--- src/rtl/sfe_pkg.sv ---
package sfe_pkg;
    localparam int OVS      = 16;
    localparam int OVS_W    = $clog2(OVS);
    localparam int CHAR_MAX = 8;

    typedef enum logic [2:0] {
        ST_IDLE,
        ST_START,
        ST_DATA,
        ST_PARITY,
        ST_STOP
    } frame_st_e;

    function automatic logic [3:0] char_len(input logic [1:0] sel);
        return 4'd5 + {2'b00, sel};
    endfunction

    // Value of the parity bit for a masked character.
    function automatic logic par_bit(input logic [CHAR_MAX-1:0] d,
                                     input logic even_sel,
                                     input logic stick);
        if (stick) return ~even_sel;
        return even_sel ? ^d : ~^d;
    endfunction
endpackage

--- src/rtl/sfe_baud.sv ---
module sfe_baud #(
    parameter int DIV_W = 16
) (
    input  logic             clk,
    input  logic             rst_n,
    input  logic [DIV_W-1:0] divisor,
    output logic             tick
);
    logic [DIV_W-1:0] cnt;
    logic             div_on;
    logic             at_end;

    assign div_on = (divisor != '0);
    assign at_end = (cnt >= divisor - 1'b1);

    always_ff @(posedge clk or negedge rst_n) begin
        if (!rst_n)                cnt <= '0;
        else if (!div_on || at_end) cnt <= '0;
        else                       cnt <= cnt + 1'b1;
    end

    assign tick = div_on && (cnt == divisor - 1'b1);
endmodule

--- src/rtl/sfe_tx.sv ---
module sfe_tx
    import sfe_pkg::*;
(
    input  logic                clk,
    input  logic                rst_n,
    input  logic                tick,
    input  logic [6:0]          cfg,
    input  logic                wr_en,
    input  logic [CHAR_MAX-1:0] wr_data,
    output logic                tx_out,
    output logic                hold_empty,
    output logic                tx_empty
);
    localparam logic [OVS_W-1:0] LAST = OVS_W'(OVS - 1);

    frame_st_e           state;
    logic [CHAR_MAX-1:0] hold_q;
    logic                hold_full;
    logic [CHAR_MAX-1:0] shreg;
    logic                pbit;
    logic [OVS_W-1:0]    sub_cnt;
    logic [3:0]          bit_cnt;
    logic [3:0]          nbits;
    logic [CHAR_MAX-1:0] masked;

    assign nbits  = char_len(cfg[1:0]);
    assign masked = hold_q & (8'hFF >> (4'd8 - nbits));

    always_ff @(posedge clk or negedge rst_n) begin
        if (!rst_n) begin
            state     <= ST_IDLE;
            hold_q    <= '0;
            hold_full <= 1'b0;
            shreg     <= '0;
            pbit      <= 1'b0;
            sub_cnt   <= '0;
            bit_cnt   <= '0;
        end else begin
            if (wr_en && !hold_full) begin
                hold_q    <= wr_data;
                hold_full <= 1'b1;
            end
            if (tick) begin
                unique case (state)
                    ST_IDLE: begin
                        if (hold_full) begin
                            shreg     <= masked;
                            pbit      <= par_bit(masked, cfg[4], cfg[5]);
                            hold_full <= 1'b0;
                            sub_cnt   <= '0;
                            state     <= ST_START;
                        end
                    end
                    ST_START: begin
                        sub_cnt <= sub_cnt + 1'b1;
                        if (sub_cnt == LAST) begin
                            bit_cnt <= '0;
                            state   <= ST_DATA;
                        end
                    end
                    ST_DATA: begin
                        sub_cnt <= sub_cnt + 1'b1;
                        if (sub_cnt == LAST) begin
                            shreg   <= shreg >> 1;
                            bit_cnt <= bit_cnt + 1'b1;
                            if (bit_cnt == nbits - 4'd1) begin
                                bit_cnt <= '0;
                                state   <= cfg[3] ? ST_PARITY : ST_STOP;
                            end
                        end
                    end
                    ST_PARITY: begin
                        sub_cnt <= sub_cnt + 1'b1;
                        if (sub_cnt == LAST) state <= ST_STOP;
                    end
                    ST_STOP: begin
                        sub_cnt <= sub_cnt + 1'b1;
                        if (sub_cnt == LAST) begin
                            if (cfg[2] && bit_cnt == '0) bit_cnt <= 4'd1;
                            else                         state   <= ST_IDLE;
                        end
                    end
                    default: state <= ST_IDLE;
                endcase
            end
        end
    end

    always_comb begin
        unique case (state)
            ST_START:  tx_out = 1'b0;
            ST_DATA:   tx_out = shreg[0];
            ST_PARITY: tx_out = pbit;
            default:   tx_out = 1'b1;
        endcase
        if (cfg[6]) tx_out = 1'b0;
        hold_empty = !hold_full;
        tx_empty   = !hold_full && (state == ST_IDLE);
    end
endmodule

--- src/rtl/sfe_rx.sv ---
module sfe_rx
    import sfe_pkg::*;
(
    input  logic                clk,
    input  logic                rst_n,
    input  logic                tick,
    input  logic [1:0]          len_sel,
    input  logic                par_en,
    input  logic                par_even,
    input  logic                par_stick,
    input  logic                rx_in,
    input  logic                rd_en,
    output logic [CHAR_MAX-1:0] rx_data,
    output logic                rx_ready,
    output logic                par_err,
    output logic                frm_err,
    output logic                brk,
    output logic                overrun
);
    localparam logic [OVS_W-1:0] LAST = OVS_W'(OVS - 1);
    localparam logic [OVS_W-1:0] MID  = OVS_W'(OVS / 2 - 1);

    frame_st_e           state;
    logic                sync1, line;
    logic                line_prev;
    logic                pbit_rx;
    logic [OVS_W-1:0]    sub_cnt;
    logic [3:0]          bit_cnt;
    logic [CHAR_MAX-1:0] shreg;
    logic [3:0]          nbits;
    logic [CHAR_MAX-1:0] data_al;

    assign nbits   = char_len(len_sel);
    assign data_al = shreg >> (4'd8 - nbits);

    always_ff @(posedge clk or negedge rst_n) begin
        if (!rst_n) begin
            sync1 <= 1'b1;
            line  <= 1'b1;
        end else begin
            sync1 <= rx_in;
            line  <= sync1;
        end
    end

    always_ff @(posedge clk or negedge rst_n) begin
        if (!rst_n) begin
            state     <= ST_IDLE;
            line_prev <= 1'b1;
            pbit_rx   <= 1'b0;
            sub_cnt   <= '0;
            bit_cnt   <= '0;
            shreg     <= '0;
            rx_data   <= '0;
            rx_ready  <= 1'b0;
            par_err   <= 1'b0;
            frm_err   <= 1'b0;
            brk       <= 1'b0;
            overrun   <= 1'b0;
        end else begin
            if (rd_en) begin
                rx_ready <= 1'b0;
                overrun  <= 1'b0;
            end
            if (tick) begin
                unique case (state)
                    ST_IDLE: begin
                        line_prev <= line;
                        if (line_prev && !line) begin
                            sub_cnt <= '0;
                            state   <= ST_START;
                        end
                    end
                    ST_START: begin
                        sub_cnt <= sub_cnt + 1'b1;
                        if (sub_cnt == MID) begin
                            if (line) begin
                                line_prev <= 1'b1;
                                state     <= ST_IDLE;
                            end else begin
                                sub_cnt <= '0;
                                bit_cnt <= '0;
                                shreg   <= '0;
                                state   <= ST_DATA;
                            end
                        end
                    end
                    ST_DATA: begin
                        sub_cnt <= sub_cnt + 1'b1;
                        if (sub_cnt == LAST) begin
                            shreg   <= {line, shreg[CHAR_MAX-1:1]};
                            bit_cnt <= bit_cnt + 1'b1;
                            if (bit_cnt == nbits - 4'd1)
                                state <= par_en ? ST_PARITY : ST_STOP;
                        end
                    end
                    ST_PARITY: begin
                        sub_cnt <= sub_cnt + 1'b1;
                        if (sub_cnt == LAST) begin
                            pbit_rx <= line;
                            state   <= ST_STOP;
                        end
                    end
                    ST_STOP: begin
                        sub_cnt <= sub_cnt + 1'b1;
                        if (sub_cnt == LAST) begin
                            rx_data   <= data_al;
                            par_err   <= par_en && (pbit_rx != par_bit(data_al, par_even, par_stick));
                            frm_err   <= !line;
                            brk       <= !line && (data_al == '0) && (!par_en || !pbit_rx);
                            overrun   <= rx_ready && !rd_en;
                            rx_ready  <= 1'b1;
                            line_prev <= line;
                            state     <= ST_IDLE;
                        end
                    end
                    default: state <= ST_IDLE;
                endcase
            end
        end
    end
endmodule

--- src/rtl/serial_frame_engine.sv ---
module serial_frame_engine
    import sfe_pkg::*;
#(
    parameter int DIV_W = 16
) (
    input  logic             clk,
    input  logic             rst_n,
    input  logic [6:0]       line_cfg,
    input  logic [DIV_W-1:0] baud_div,
    input  logic             tx_wr,
    input  logic [7:0]       tx_byte,
    output logic             tx_line,
    output logic             tx_hold_empty,
    output logic             tx_idle,
    input  logic             rx_line,
    input  logic             rx_rd,
    output logic [7:0]       rx_byte,
    output logic             rx_valid,
    output logic             rx_par_err,
    output logic             rx_frm_err,
    output logic             rx_brk,
    output logic             rx_overrun
);
    logic baud_tick;

    sfe_baud #(.DIV_W(DIV_W)) u_baud (
        .clk     (clk),
        .rst_n   (rst_n),
        .divisor (baud_div),
        .tick    (baud_tick)
    );

    sfe_tx u_tx (
        .clk        (clk),
        .rst_n      (rst_n),
        .tick       (baud_tick),
        .cfg        (line_cfg),
        .wr_en      (tx_wr),
        .wr_data    (tx_byte),
        .tx_out     (tx_line),
        .hold_empty (tx_hold_empty),
        .tx_empty   (tx_idle)
    );

    sfe_rx u_rx (
        .clk       (clk),
        .rst_n     (rst_n),
        .tick      (baud_tick),
        .len_sel   (line_cfg[1:0]),
        .par_en    (line_cfg[3]),
        .par_even  (line_cfg[4]),
        .par_stick (line_cfg[5]),
        .rx_in     (rx_line),
        .rd_en     (rx_rd),
        .rx_data   (rx_byte),
        .rx_ready  (rx_valid),
        .par_err   (rx_par_err),
        .frm_err   (rx_frm_err),
        .brk       (rx_brk),
        .overrun   (rx_overrun)
    );
endmodule

--- config.mk ---
export PLATFORM = sky130hd
export DESIGN_NAME = serial_frame_engine
export DESIGN_NICKNAME = d
export VERILOG_FILES = /design/src/rtl/sfe_pkg.sv /design/src/rtl/sfe_baud.sv /design/src/rtl/sfe_tx.sv /design/src/rtl/sfe_rx.sv /design/src/rtl/serial_frame_engine.sv
export SDC_FILE = /design/constraint.sdc
export NUM_CORES = 1
export LEC_CHECK = 0
export BUFFER_PORTS_ARGS = -buffer_cell sky130_fd_sc_hd__buf_4
export CORE_UTILIZATION = 63
export DETAILED_ROUTE_END_ITERATION = 12
export PLACE_DENSITY_LB_ADDON = 0.05
export SLEW_MARGIN = 10
export SYNTH_ARGS = -nofsm -noshare
export SYNTH_HDL_FRONTEND = slang
export SYNTH_HIERARCHICAL = 1
export SYNTH_SLANG_ARGS = --single-unit
--- constraint.sdc ---
create_clock -name clk -period 5.18 [get_ports clk]
set_clock_uncertainty 0.1 [all_clocks]
set_input_delay 0.259 -clock clk [delete_from_list [all_inputs] [get_ports clk]]
set_output_delay 0.259 -clock clk [all_outputs]
set_load 0.05 [all_outputs]
==> impl_metrics.toml <==
[status]
status = "finished with violations"
violations = "negative hold slack"

[synth]
synth-xor-area-share_pct = 6.589
netlist.area_leader.share_pct = 35.81
syn_area_um2 = 5450
ys.flop_type = "dfrtp_1"
yosys-top-cells-count = "78 x dfrtp_1, 59 x nand2_1, 48 x o21ai_0"
synth_top_family_by_area = "simple AND/OR/NAND/NOR gates"
synth_adder_area_share_pct = 7.576
synth.most_common_cell = "dfrtp_1"
synthMuxAreaShare_pct = 4.109
synth_cells = 594
syn-mean-instance-area_um2 = 9.175
synth_edf_count = 0
synth.distinct_cells = 78
syn_nets = 663
synth_top_area_cell = "dfrtp_1"
ys_ff_latch = 81
yosys_warnings = 6
synth_compound_area_share_pct = 16.28
yosys.area_share.simple_pct = 22.87
seq_area_frac_synth_pct = 37.26
async_flop_share_pct = 100.0
synth_area_leaders = "dfrtp_1 36%, ha_1 7.6%, o21ai_0 4.4%, nand2_1 4.1%, xor2_1 3.4%"

[cts]
cts_tree = "done"
cts-root-buf = "clkbuf_8"
clkTransAtPathRegs_ns = 0.08
clk_latency_ns = 0.35
clk_path_buf_depth = 2
htree_levels = 3
cts_made_buffers = 9
cts_sinks = 81

[pwr]
fin_total_pwr_w = 0.001356
power.density_nw_per_um2 = 226.4
p_int_w = 0.0009456
p_seq_share_pct = 52.6
clkPwrFrac_pct = 31.0
peakVddDrop_mv = 0.1764
p_leak_nw = 2.642
pwr-share-comb_pct = 16.4
netSwitchingFraction_pct = 30.24
power.switching_w = 0.0004100

[critical_path]
required_ns = 5.37
r2r_end = "u_tx/pbit"
r2r_start = "u_baud/cnt[11]"
path_max_fanout = 27
worst_setup_path_start_kind = "input pin"
crit_end = "u_tx/pbit"
crit_chain = "buf_4, inv_1, ha_1, nand3_1, nor4_2, nand2_1, xor2_1, ha_1, nand4_1, nor2_1, and3_2, nand2_4, or3_1, nor4b_2, o21bai_1, nand3_1"
cp.depth = 16
ff2ff_path_depth = 9
crit_start = "baud_div[0]"
crit_arrival_ns = 3.68
critPathTopFamily = "simple AND/OR/NAND/NOR gates"
crit_type = "input pin to flop"
critPathBufInv = 2
rrSetupSlack_ns = 2.23
slowest_stage = "and3_2"
worstSetupEndpointType = "flop"
max_stage_delay_ns = 0.57

[route]
antenna_left = 0
routedWlPerCell_um = 15.77
finalWirelength_um = 11670
vias = 4523
drc = 0
drt_first_pass_iters = 5
via_per_inst = 6.112
drt_iter0_drc = 231

[placement]
io_buffer_count = 51
dp_hpwl_um = 8430
dp_cells = 722
placed_cell_area_um2 = 5791
routabilityCongestion = 0.8542
dp_worst_setup_slack_ns = 1.357

[die]
core_area_um2 = 8299
die_area_um2 = 9027
io_pins = 52
die_h_um = 95.01
die_w_um = 95.01
start_util_pct = 65.67
rows = 33

[sta]
rsz0062_at_grt = "no"
fmax_mhz = 286.7
holdWs_ns = -0.02329
min_period_ns = 3.488
hold_viol = 55
timing.final.crit_share_pct = 67.33
slew_headroom_pct = 33.38
tns_ns = 0
setup_slack_ns = 1.692
worstMarginPinSlew_ns = 0.9993
finalSetupViolations = 0
maxSlewViolCount = 0

[grt]
grt_max_degree = 82
grtUsageMet3_pct = 3.429
grt_pass1_wl_um = 19800
top_usage_layer = "met2"
met1_usage_pct = 38.23
antenna_found_initial = 0
grt_usage_pct = 27.80
grt_pass1_vias = 4284
grt_use_met2_pct = 44.30
grt-ovfl-total = 0

[layout]
diodes = 0
area_growth_pct = 9.848
drive_gt1_share_pct = 17.64
final_cells = 740
fin_area_um2 = 5987
final_nets = 699

[min_path]
min_path_type = "input pin to async pin"

[job]
cap_violations = 0
## metal layers
layer | vias to the layer above | routed length [µm] | part of all wire (%)
li1 | 2188 | - | -
met1 | 2173 | 5451 | 47
met2 | 137 | 5445 | 47
met3 | 25 | 477 | 4.1
met4 | 0 | 292 | 2.5
met5 | - | 0 | 0
## how the worst min path moves through the flow
stage,endpoint,slack [ns],depth (start not counted)
floorplan,u_baud/cnt[0],-0.14,0
global placement,u_rx/line,0.25,0
detailed placement,u_rx/line,0.25,0
CTS,u_rx/rx_data[2],0.002,1
global route,u_tx/hold_full,0.02,2
finish,u_tx/shreg[4],-0.02,1
## cells in the final DEF (no fill, tap or decap), drive strengths merged, types with 6 or more instances in the layout
master,synthesis,layout
inv,31,34
buf,21,51
nand2,60,60
nor2b,8,8
dfrtp,78,78
nor3,9,9
nor2,57,57
nand4,17,17
mux2,11,11
xnor2,20,20
mux2i,10,10
o21ai,58,58
ha,33,33
nand3,20,20
o31ai,9,9
clkbuf,7,9
a31oi,6,6
nand2b,6,6
and3,8,8
o211ai,6,6
a21oi,21,21
xor2,21,21
## final cells by class
cell class	instances	area (µm²)
fillers	658	2312
clock inverters	7	52.55
inverters	31	116.4
flip-flops and latches	81	2031
repair buffers	53	402.9
multi-input cells	454	3129
well taps	105	131.4
clock buffers	9	123.9
## state kept, by name, summed over array words and instances, names as in the netlist
register / cells
u_tx/hold_q: 8
u_rx/state: 3
u_rx/bit_cnt: 4
u_tx/state: 3
u_baud/cnt: 16
u_rx/sync1: 1
u_rx/overrun: 1
u_tx/sub_cnt: 4
u_rx/par_err: 1
u_rx/shreg: 8
u_rx/line: 1
u_tx/shreg: 8
u_rx/frm_err: 1
u_tx/hold_full: 1
u_tx/bit_cnt: 4
u_rx/pbit_rx: 1
u_rx/rx_data: 8
u_rx/sub_cnt: 4
u_rx/rx_ready: 1
u_tx/pbit: 1
u_rx/brk: 1
u_rx/line_prev: 1
## cells by family after synthesis
family | count (synthesis)
mux | 21
xor+xnor | 41
simple gates | 220
buf+inv | 59
fa+ha+maj | 33
compound gates | 139
flops | 81
## per-stage QoR
step           hold WS (ns)  util [%]
2_1_floorplan       -0.1366         -
5_1_grt             0.01697     72.14
6_report           -0.02329     72.14
4_1_cts            0.002063     72.14
3_3_place_gp         0.2487     69.77
3_5_place_dp         0.2501     69.77
## power groups by stage
stage	registers, W	logic [W]	clock network [W]
global placement	0.000724	0.000205	0
CTS	0.000712	0.000222	0.000434
floorplan	0.000709	0.000147	0
global route	0.000721	0.000254	0.000461
finish	0.000713	0.000222	0.000421
detailed placement	0.000723	0.000220	0
## timing repair
action                                 CTS  global route
hold buffers                             2             0
resized for setup                        0             0
endpoints found under the hold margin    3             0
buffers inserted                         0             0
Note: power is estimated with default switching activity, not from simulation.
